`config.mk`:
```
export PLATFORM = sky130hd
export DESIGN_NAME = root_err_collector
export DESIGN_NICKNAME = d
export VERILOG_FILES = /design/src/rtl/rerr_pkg.sv /design/src/rtl/rerr_msg_decode.sv /design/src/rtl/rerr_status_upd.sv /design/src/rtl/rerr_irq_gen.sv /design/src/rtl/root_err_collector.sv
export SDC_FILE = /design/constraint.sdc
export NUM_CORES = 1
export LEC_CHECK = 0
export BUFFER_PORTS_ARGS = -buffer_cell sky130_fd_sc_hd__buf_2
export CAP_MARGIN = 30
export CORE_UTILIZATION = 40
export CTS_BUF_LIST = sky130_fd_sc_hd__clkbuf_4 sky130_fd_sc_hd__clkbuf_8
export DETAILED_ROUTE_END_ITERATION = 12
export PLACE_DENSITY_LB_ADDON = 0.05
export REMOVE_ABC_BUFFERS = 1
export SLEW_MARGIN = 40
export SYNTH_ARGS = -nofsm -noshare
export SYNTH_HDL_FRONTEND = slang
export SYNTH_SLANG_ARGS = --single-unit
```
`constraint.sdc`:
```
create_clock -name clk -period 1.8 [get_ports clk]
set_clock_uncertainty 0.15 [all_clocks]
set_input_delay 0.36 -clock clk [delete_from_list [all_inputs] [get_ports clk]]
set_output_delay 0.36 -clock clk [all_outputs]
set_load 0.05 [all_outputs]
```
`src/rtl/rerr_pkg.sv`:
```
package rerr_pkg;
  localparam int FLAG_W = 7;
  localparam int B_COR  = 0;
  localparam int B_MCOR = 1;
  localparam int B_UNC  = 2;
  localparam int B_MUNC = 3;
  localparam int B_FF   = 4;
  localparam int B_NF   = 5;
  localparam int B_FT   = 6;

  localparam int CLS_COR = 0;
  localparam int CLS_NF  = 1;
  localparam int CLS_FT  = 2;
  localparam int CLS_W   = 3;

  typedef enum logic [1:0] {
    SEV_COR   = 2'd0,
    SEV_NF    = 2'd1,
    SEV_FATAL = 2'd2,
    SEV_NONE  = 2'd3
  } sev_e;

  // One bit per class, set for the class of a valid message.
  function automatic logic [CLS_W-1:0] sev_to_class(input logic valid, input logic [1:0] sev);
    logic [CLS_W-1:0] c;
    c = '0;
    if (valid) begin
      case (sev)
        SEV_COR:   c[CLS_COR] = 1'b1;
        SEV_NF:    c[CLS_NF]  = 1'b1;
        SEV_FATAL: c[CLS_FT]  = 1'b1;
        default:   c = '0;
      endcase
    end
    return c;
  endfunction

  // Flags after a message is merged into an already-cleared base.
  function automatic logic [FLAG_W-1:0] merge_flags(input logic [FLAG_W-1:0] base,
                                                   input logic [CLS_W-1:0] cls);
    logic [FLAG_W-1:0] f;
    f = base;
    if (cls[CLS_COR]) begin
      if (base[B_COR]) f[B_MCOR] = 1'b1;
      f[B_COR] = 1'b1;
    end
    if (cls[CLS_NF] || cls[CLS_FT]) begin
      if (cls[CLS_FT] && !base[B_UNC]) f[B_FF] = 1'b1;
      if (cls[CLS_FT]) f[B_FT] = 1'b1;
      if (cls[CLS_NF]) f[B_NF] = 1'b1;
      if (base[B_UNC]) f[B_MUNC] = 1'b1;
      f[B_UNC] = 1'b1;
    end
    return f;
  endfunction

  // Pending conditions, arranged in the bit order of the command register.
  function automatic logic [CLS_W-1:0] pending_of(input logic [FLAG_W-1:0] f);
    return {f[B_FT], f[B_NF], f[B_COR]};
  endfunction
endpackage

```
`src/rtl/rerr_msg_decode.sv`:
```
module rerr_msg_decode
  import rerr_pkg::*;
(
  input  logic             valid,
  input  logic [1:0]       sev,
  output logic [CLS_W-1:0] cls
);
  always_comb cls = sev_to_class(valid, sev);
endmodule

```
`src/rtl/rerr_status_upd.sv`:
```
module rerr_status_upd
  import rerr_pkg::*;
#(
  parameter int SRC_W = 16
) (
  input  logic [FLAG_W-1:0] flags_q,
  input  logic              clr_we,
  input  logic [FLAG_W-1:0] clr_data,
  input  logic [CLS_W-1:0]  cls,
  input  logic [SRC_W-1:0]  src,
  input  logic [SRC_W-1:0]  cor_src_q,
  input  logic [SRC_W-1:0]  unc_src_q,
  output logic [FLAG_W-1:0] base,
  output logic [FLAG_W-1:0] flags_d,
  output logic [SRC_W-1:0]  cor_src_d,
  output logic [SRC_W-1:0]  unc_src_d,
  output logic              cap_cor,
  output logic              cap_unc
);
  always_comb begin
    base    = clr_we ? (flags_q & ~clr_data) : flags_q;
    flags_d = merge_flags(base, cls);
    cap_cor = cls[CLS_COR] && !base[B_COR];
    cap_unc = (cls[CLS_NF] || cls[CLS_FT]) && !base[B_UNC];
    cor_src_d = cap_cor ? src : cor_src_q;
    unc_src_d = cap_unc ? src : unc_src_q;
  end
endmodule

```
`src/rtl/rerr_irq_gen.sv`:
```
module rerr_irq_gen
  import rerr_pkg::*;
(
  input  logic [FLAG_W-1:0] base,
  input  logic [FLAG_W-1:0] flags_d,
  input  logic [CLS_W-1:0]  cls,
  input  logic [CLS_W-1:0]  cmd_q,
  input  logic [CLS_W-1:0]  cmd_d,
  input  logic              irq_q,
  output logic              raise,
  output logic              irq_d
);
  logic prior_enabled;
  logic still_enabled;

  always_comb begin
    prior_enabled = |(pending_of(base) & cmd_q);
    still_enabled = |(pending_of(flags_d) & cmd_d);
    raise         = (|(cls & cmd_q)) && !prior_enabled;
    irq_d         = (raise || irq_q) && still_enabled;
  end
endmodule

```
`src/rtl/root_err_collector.sv`:
```
module root_err_collector
  import rerr_pkg::*;
#(
  parameter int SRC_W = 16,
  parameter int VEC_W = 5,
  parameter int STS_W = 32
) (
  input  logic              clk,
  input  logic              rst_n,
  input  logic              msg_valid,
  input  logic [1:0]        msg_sev,
  input  logic [SRC_W-1:0]  msg_src,
  input  logic              cmd_we,
  input  logic [CLS_W-1:0]  cmd_wdata,
  input  logic              sts_clr_we,
  input  logic [FLAG_W-1:0] sts_clr_data,
  input  logic [VEC_W-1:0]  irq_msg_num,
  output logic [CLS_W-1:0]  cmd_q,
  output logic [STS_W-1:0]  sts_q,
  output logic [SRC_W-1:0]  cor_src_q,
  output logic [SRC_W-1:0]  unc_src_q,
  output logic              irq
);
  localparam int PAD_W = STS_W - VEC_W - FLAG_W;

  logic [CLS_W-1:0]  cls;
  logic [FLAG_W-1:0] flags_q;
  logic [FLAG_W-1:0] flags_d;
  logic [FLAG_W-1:0] base;
  logic [SRC_W-1:0]  cor_src_d;
  logic [SRC_W-1:0]  unc_src_d;
  logic [CLS_W-1:0]  cmd_d;
  logic              cap_cor;
  logic              cap_unc;
  logic              raise_evt;
  logic              irq_d;

  rerr_msg_decode u_dec (
    .valid (msg_valid),
    .sev   (msg_sev),
    .cls   (cls)
  );

  rerr_status_upd #(.SRC_W(SRC_W)) u_upd (
    .flags_q   (flags_q),
    .clr_we    (sts_clr_we),
    .clr_data  (sts_clr_data),
    .cls       (cls),
    .src       (msg_src),
    .cor_src_q (cor_src_q),
    .unc_src_q (unc_src_q),
    .base      (base),
    .flags_d   (flags_d),
    .cor_src_d (cor_src_d),
    .unc_src_d (unc_src_d),
    .cap_cor   (cap_cor),
    .cap_unc   (cap_unc)
  );

  assign cmd_d = cmd_we ? cmd_wdata : cmd_q;

  rerr_irq_gen u_irq (
    .base    (base),
    .flags_d (flags_d),
    .cls     (cls),
    .cmd_q   (cmd_q),
    .cmd_d   (cmd_d),
    .irq_q   (irq),
    .raise   (raise_evt),
    .irq_d   (irq_d)
  );

  always_ff @(posedge clk) begin
    if (!rst_n) begin
      flags_q   <= '0;
      cor_src_q <= '0;
      unc_src_q <= '0;
      cmd_q     <= '0;
      irq       <= 1'b0;
    end else begin
      flags_q   <= flags_d;
      cor_src_q <= cor_src_d;
      unc_src_q <= unc_src_d;
      cmd_q     <= cmd_d;
      irq       <= irq_d;
    end
  end

  generate
    if (PAD_W > 0) begin : g_pad
      assign sts_q = {irq_msg_num, {PAD_W{1'b0}}, flags_q};
    end else begin : g_nopad
      assign sts_q = {irq_msg_num, flags_q};
    end
  endgenerate
endmodule

```
## Word level (Yosys, flattened, before mapping)

Index checks and enable logic that the tools add are counted.

- Register bits after elaboration: 43
- Input bits: 38
- Word-level logic and storage cells: 39

- Eq/ne operators: 2
- Multiplexer cells: 13
- Bitwise logic cells: 5
- Reductions and logical operators: 14

Operator list:

| cell | number |
|---|---|
| AND 3 bit | 3 |
| OR reduction 3 bit | 3 |
| 2-to-1 mux 1 bit | 8 |
| AND 7 bit | 1 |
| 2-to-1 mux 7 bit | 1 |
| inverter 7 bit | 1 |
| 2-to-1 mux 3 bit | 2 |
| logical AND 1 bit | 5 |
| 2-to-1 mux 5 bit | 1 |
| zero test 1 bit | 3 |
| == test 2 x 1 -> 1 bit, second input constant | 1 |
| == test 2 bit, second input constant | 1 |
| zero test 2 bit | 1 |
| logical OR 1 bit | 2 |
| 2-to-1 mux 2 bit | 1 |

## Longest topological paths before layout

Gate-level depths: netlist of run 1.

- Word-level depth: 10
- Gate-level depth with buffers: 6
- Mapped depth without buffers: 4

## By module

Synthesis of run 1 repeated with hierarchy kept, for this count alone.

- Cells, all modules: 182
- Area, all modules: 2100.8 µm²

Modules (own cells, without submodules):

| module | instances | cells each | area an instance (µm²) | sequential area each (µm²) |
|---|---|---|---|---|
| root_err_collector | 1 | 119 | 1391.3 | 860.8 |
| rerr_status_upd | 1 | 55 | 630.6 | 0.0 |
| rerr_irq_gen | 1 | 5 | 48.8 | 0.0 |
| rerr_msg_decode | 1 | 3 | 30.0 | 0.0 |

## Worst setup path before layout of run 1

Ideal clock, no wire load.

- Path type: reg2reg
- Start point: reg flags_q[2]
- End point: reg unc_src_q[0]
- Setup time: 0.117 ns
- Arrival: 1.504 ns
- Required time: 1.533 ns
- Path slack: 0.028 ns
- Cell stages (with the launch flop): 6
- Path buffers: 1
- Path through: dfxtp_1 -> a21bo_2 -> o211ai_4 -> buf_6 -> mux2i_1 -> nor2b_1

- Longest elaborated chain between the ends: 4

RTL lines:

| what | RTL line | RTL |
|---|---|---|
| start: declaration | root_err_collector.sv:27 | `logic [FLAG_W-1:0] flags_q;` |
| start signal: assignment | root_err_collector.sv:81 | `flags_q <= flags_d;` |
| AND 7 bit | rerr_status_upd.sv:21 | `base = clr_we ? (flags_q & ~clr_data) : flags_q;` |
| 2-to-1 mux 7 bit (*) | rerr_status_upd.sv:21 |  |
| zero test 1 bit (*) | rerr_status_upd.sv:24 | `cap_unc = (cls[CLS_NF] \|\| cls[CLS_FT]) && !base[B_UNC];` |
| logical AND 1 bit (*) | rerr_status_upd.sv:24 |  |
| end signal: assignment | root_err_collector.sv:83 | `unc_src_q <= unc_src_d;` |
| end: declaration | root_err_collector.sv:21 | `output logic [SRC_W-1:0] unc_src_q,` |

Every way passes the cells marked *; elsewhere a longest branch is shown, timed or not.
A chain may end at the register's enable or synchronous reset.

## Final worst setup path of run 1

- Start point: reg cmd_q[0]
- End point: out cmd_q[0]

RTL lines:

| what | RTL line | RTL |
|---|---|---|
| start: declaration | root_err_collector.sv:18 | `output logic [CLS_W-1:0] cmd_q,` |
| start signal: assignment | root_err_collector.sv:84 | `cmd_q <= cmd_d;` |

No word-level cell between the ends.

==> flow_metrics.py, run 1 <==
metrics = {
    "layout": {
        "multi_input_area_sq_um": 896,
        "fillers": 428,
        "nets": 295,
        "area_delta_synth_final_pct": 23.8,
        "antenna_cells": 0,
        "final_cell_area_sq_um": 2390,
        "finalNonFillerCells": 310,
        "layout-drive-gt1-share": 0.360,
        "ff_latch_area_sq_um": 861,
        "fin_util": 0.532,
    },
    "run": {
        "drv_cap": 0,
    },
    "global_routing": {
        "first_global_vias": 1256,
        "grt-ovfl-total": 0,
        "grt_max_degree": 39,
        "groute.usage.overall": 0.156,
        "antenna_found_initial": 0,
        "grt_pass1_wl_microns": 5920,
    },
    "floorplan": {
        "start_util": 0.429,
        "die_area_sq_um": 5120,
        "die_x_microns": 71.5,
        "core.rowCount": 24,
        "dieHeight_microns": 71.5,
        "coreArea_sq_um": 4500,
        "pin_count": 106,
    },
    "timing": {
        "final.period_utilization": 0.824,
        "layout_min_cycle_time_ps": 1480,
        "whs_ps": 179,
        "setup_violations": 0,
        "rsz0062_at_grt": "no",
        "report.final.slew_viol_count": 0,
        "fmax_ghz": 0.674,
        "timing.final.hold_violations": 0,
        "worst_slack_ps": 317,
    },
    "cts": {
        "cts.sinks": 43,
        "post_cts_buffers": 0,
        "clk_path_buf_depth": 2,
        "worstSkewPairLatency_ps": 290,
        "root_buffer": "clkbuf_8",
        "htreeDepth": 2,
        "cts_buffers": 5,
        "cts.clk_slew.worst_paths_ps": 80,
        "post_cts_resized": 0,
        "cts_tree": "yes",
        "hold_buffers": 0,
    },
    "critical_path": {
        "slowest_stage": "dfxtp_1",
        "worstPathCellList": "buf_2",
        "crit_buf_inv": 1,
        "crit_required_ps": 1290,
        "critPathCaptureType": "primary output",
        "crit_fanout": 4,
        "critical-path-top-delay-family": "flip-flops",
        "arrival_ps": 970,
        "cp-start-kind": "flip-flop",
        "max_stage_delay_ps": 390,
        "critPathKind": "reg -> out",
    },
    "status": {
        "status": "complete, no violations",
    },
    "detailed_routing": {
        "drtIter0Drc": 66,
        "via_per_inst": 4.55,
        "vias": 1412,
        "avgRoutedWirePerCell_microns": 12.3,
        "postRouteWirelength_microns": 3800,
        "remaining_drc_errors": 0,
        "first_pass_iters": 4,
        "postRouteAntennaNets": 0,
    },
    "synth": {
        "synthSimpleGateAreaFrac": 0.172,
        "synthMuxAreaShare": 0.186,
        "synthAdderAreaFrac": 0,
        "synth_edf_count": 0,
        "yosys-top-cells-count": "dfxtp_1 (43), nor2b_1 (38), mux2i_1 (36)",
        "netlist_area_sq_um": 1930,
        "ys_ff_latch": 43,
        "yosys.area.top_type": "dfxtp_1",
        "synth_top_area_frac": 0.445,
        "ys_types": 27,
        "synth.avg_cell_area_sq_um": 10.6,
        "synth-xor-area-share": 0,
        "syn_inst": 182,
        "synth-compound-area-share": 0.0660,
        "async_flop_share": 0,
        "ys_seq_area_frac": 0.445,
        "synth_top_family_by_area": "multiplexers",
        "yosysWarnings": 0,
        "synth-main-ff-cell": "dfxtp_1",
        "yosysMostFrequentCell": "dfxtp_1",
        "synthTopCellsByArea": "dfxtp_1 (45%), mux2i_1 (19%), nor2b_1 (12%)",
    },
    "power": {
        "swShare": 0.289,
        "p_leak_nw": 1.19,
        "intPower_mw": 1.70,
        "switching_power_mw": 0.689,
        "pwr-share-comb": 0.200,
        "pwr-share-clk": 0.375,
        "seq_power_share": 0.424,
        "vdd_drop_max_uv": 466,
        "power.density_nw_per_um2": 996,
    },
    "place": {
        "dp_hpwl_microns": 2790,
        "dp_cells": 302,
        "dpl_worst_slack_ps": 97.3,
        "port_buffers": 75,
        "globalplace.congestion": 0.743,
        "place_area_sq_um": 2260,
    },
    "min_path": {
        "hold_class": "in -> reg",
    },
}
==> worst min-delay path, stage by stage <==
cell and delay [ps]:
buf_2 90, mux2i_1 50, nor2b_1 90
==> cells in the final DEF (no fill, tap or decap), drive strengths merged <==
cell type	synthesis	layout
buf	28	81
dfxtp	43	43
nor2b	39	39
mux2i	36	36
conb	1	20
nand2	6	6
clkbuf	4	6
and2	5	5
a21boi	3	3
a32o	2	2
o21ai	2	2
nand3	2	2
bufinv	0	2
a21bo	1	1
o211ai	1	1
inv	1	1
nor3b	1	1
a22oi	1	1
or2	1	1
a22o	1	1
a222oi	1	1
o2bb2ai	1	1
a41oi	1	1
nor2	1	1
==> cells by family after synthesis <==
family / after synthesis
simple gates: 55
compound gates: 14
buf+inv: 33
flops: 43
mux: 36
other cells: 1
==> final cells by class <==
type / instances / area share
multi-input combinational: 125 / 0.374
tap: 52 / 0.0272
sequential: 43 / 0.359
clock inverter: 2 / 0.0251
inverter: 1 / 0.00157
clock buffer: 6 / 0.0319
timing repair buffer: 81 / 0.181
==> power groups by stage <==
stage	sequential [mW]	combinational [mW]	clock [mW]
floorplan	1.18	0.205	0
global placement	1.04	0.479	0
detailed placement	1.04	0.480	0
CTS	1.01	0.481	0.923
global route	1.02	0.507	0.960
finish	1.01	0.478	0.895
==> stage by stage <==
step / setup TNS [ps] / power, mW
after floorplan: -1800 / 1.38
after global placement: 0 / 1.51
after detailed placement: 0 / 1.52
after CTS: 0 / 2.42
after global routing: 0 / 2.49
final: 0 / 2.39
==> final timing paths <==
check / depth (start not counted) / to / startpoint / slack (ps)
max: 1 / cmd_q[0] / cmd_q[0]$_SDFF_PN0_ / 320
min: 3 / unc_src_q[14]$_SDFFE_PN0P_ / msg_src[14] / 180
max reg2reg: 5 / cor_src_q[0]$_SDFFE_PN0P_ / flags_q[0]$_SDFF_PN0_ / 350
min reg2reg: 2 / irq$_SDFF_PN0_ / irq$_SDFF_PN0_ / 340
==> metal layers <==
metal	track usage	vias up	routed length (microns)
met3	0.0549	7	325
met2	0.228	78	1580
met4	0.0980	0	89
met1	0.197	616	1810
met5	0	-	0
li1	-	711	-
==> state kept, by name, indices dropped and copies added, names as in the netlist <==
register   cells
flags_q        7
cmd_q          3
unc_src_q     16
cor_src_q     16
irq            1
Power figures use the tool's default switching activity.
==> run 2, diff against run 1 <==
clock period = 1.3 ns   (was 1.8 ns; I/O delays follow)
==> run 2 against run 1 <==
  * The run now ends with setup timing left
  * Combinational power grew 56%
  * Hold slack lost 91 ps
  * Count of clock-buffer cells in the layout is the same
  * Sequential cell count is the same
  * Non-clock buffer count grew 12
  * Sequential share of layout area shrank 3.1 points
  * Largest power group unchanged
==> flow_metrics.py, run 2 (same netlist as run 1, synthesis figures left out) <==
metrics = {
    "critical_path": {
        "cp-start-kind": "flip-flop",
        "worstPathCellList": "a21bo_4 -> o211ai_4 -> clkbuf_16 -> mux2i_1 -> nor2b_1",
        "crit_required_ps": 1330,
        "critical-path-top-delay-family": "compound AO/OA/AOI/OAI gates",
        "crit_buf_inv": 1,
        "critPathCaptureType": "flip-flop",
        "arrival_ps": 1420,
        "critPathKind": "reg -> reg",
        "crit_fanout": 5,
        "slowest_stage": "dfxtp_2",
        "max_stage_delay_ps": 320,
    },
    "power": {
        "power.density_nw_per_um2": 1200,
        "p_leak_nw": 1.26,
        "pwr-share-comb": 0.236,
        "pwr-share-clk": 0.319,
        "seq_power_share": 0.446,
        "switching_power_mw": 0.943,
        "swShare": 0.298,
        "vdd_drop_max_uv": 591,
        "intPower_mw": 2.22,
    },
    "cts": {
        "cts_tree": "yes",
        "hold_buffers": 0,
        "cts_buffers": 5,
        "worstSkewPairLatency_ps": 280,
        "root_buffer": "clkbuf_8",
        "cts.clk_slew.worst_paths_ps": 80,
        "clk_path_buf_depth": 2,
        "htreeDepth": 2,
        "cts.sinks": 43,
    },
    "layout": {
        "nets": 307,
        "finalNonFillerCells": 321,
        "layout_common_cells": "buf_4 (43), nor2b_1 (38), dfxtp_1 (38)",
        "layout-drive-gt1-share": 0.409,
        "antenna_cells": 0,
        "final_common_cell": "buf_4",
        "reg.largest.list": "cor_src_q x16, unc_src_q x16, flags_q x7",
        "fin_util": 0.586,
        "area_delta_synth_final_pct": 36.5,
    },
    "timing": {
        "report.final.slew_viol_count": 0,
        "setup_violations": 18,
        "whs_ps": 88.2,
        "worst_slack_ps": -88.3,
        "timing.final.hold_violations": 0,
        "final.period_utilization": 1.07,
        "fmax_ghz": 0.720,
        "fin_tns_setup_ps": -829,
        "rsz0062_at_grt": "yes",
        "layout_min_cycle_time_ps": 1390,
    },
    "detailed_routing": {
        "postRouteWirelength_microns": 3920,
        "avgRoutedWirePerCell_microns": 12.2,
        "met2_length_microns": 1770,
        "drtIter0Drc": 76,
        "dr_wl_met3_microns": 287,
        "via_per_inst": 4.57,
        "first_pass_iters": 4,
        "remaining_drc_errors": 0,
        "postRouteAntennaNets": 0,
        "top_layer": "met4",
        "wl_met1_microns": 1820,
        "vias": 1467,
    },
    "floorplan": {
        "coreArea_sq_um": 4500,
        "core.rowCount": 24,
        "pin_count": 106,
        "die_x_microns": 71.5,
        "start_util": 0.429,
        "die_area_sq_um": 5120,
        "dieHeight_microns": 71.5,
    },
    "place": {
        "globalplace.congestion": 0.684,
        "dp_hpwl_microns": 2760,
        "port_buffers": 75,
        "dp_cells": 312,
        "dpl_worst_slack_ps": -278,
    },
    "global_routing": {
        "first_global_vias": 1374,
        "grt_max_degree": 38,
        "groute.usage.overall": 0.153,
        "grt_pass1_wl_microns": 6080,
        "antenna_found_initial": 0,
        "grt-ovfl-total": 0,
    },
    "min_path": {
        "hold_class": "in -> reg",
    },
    "status": {
        "violations": "setup timing",
        "status": "finished with violations",
    },
    "run": {
        "drv_cap": 0,
    },
}
## run 2: cell types whose count changed in the layout (fill, tap and decap cells not counted), moves of 5 or more
cell / previous run / this run
buf_4: 5 / 43
buf_2: 75 / 33
dfxtp_2: 0 / 5
clkbuf_4: 1 / 9
buf_6: 0 / 6
dfxtp_1: 43 / 38
## run 2: routing by layer
layer | global-route usage | vias up
li1 | - | 736
met5 | 0 | -
met3 | 0.0534 | 6
met1 | 0.185 | 648
met2 | 0.252 | 77
met4 | 0.0588 | 0
## run 2: path summary, 6_finish.rpt
check / start / slack [ps] / cells past startpoint / to
setup / recovery: flags_q[2]$_SDFF_PN0_ / -90 / 5 / unc_src_q[10]$_SDFFE_PN0P_
hold / removal: msg_src[8] / 90 / 3 / unc_src_q[8]$_SDFFE_PN0P_
setup reg to reg: flags_q[2]$_SDFF_PN0_ / -90 / 5 / unc_src_q[10]$_SDFFE_PN0P_
hold reg to reg: unc_src_q[1]$_SDFFE_PN0P_ / 370 / 2 / unc_src_q[1]$_SDFFE_PN0P_
## run 2: through the flow
stage | power, mW | area [sq um]
2_1_floorplan | 1.91 | 1760
3_3_place_gp | 2.12 | 2350
3_5_place_dp | 2.12 | 2350
4_1_cts | 3.18 | 2570
5_1_grt | 3.29 | 2640
6_report | 3.16 | 2640
## run 2: power groups by stage
stage                     Sequential [mW]  Combinational (mW)  Clock, mW
after floorplan                      1.63               0.284          0
after global placement               1.43               0.689          0
after detailed placement             1.43               0.690          0
after CTS                            1.41               0.725       1.04
after global routing                 1.42               0.784       1.09
final                                1.41               0.745       1.01
## run 2: cell type report
cell class	instances	area [sq um]
repair buffers	93	681
inverters	1	3.75
multi-input cells	125	918
clock inverters	1	30.0
fillers	410	1860
flip-flops and latches	43	867
clock buffers	6	76.3
well taps	52	65.1
## run 2: worst min-delay path, stage by stage
cell     delay, ps
buf_2           90
mux2i_1         60
nor2b_1         90
## run 2: timing repair
action | 4_1_cts | 5_1_grt
buffers inserted | 1 | 0
pin swaps | 3 | 3
setup endpoints to repair | 66 | 50
gates resized for setup | 39 | 21
cloned | 0 | 1
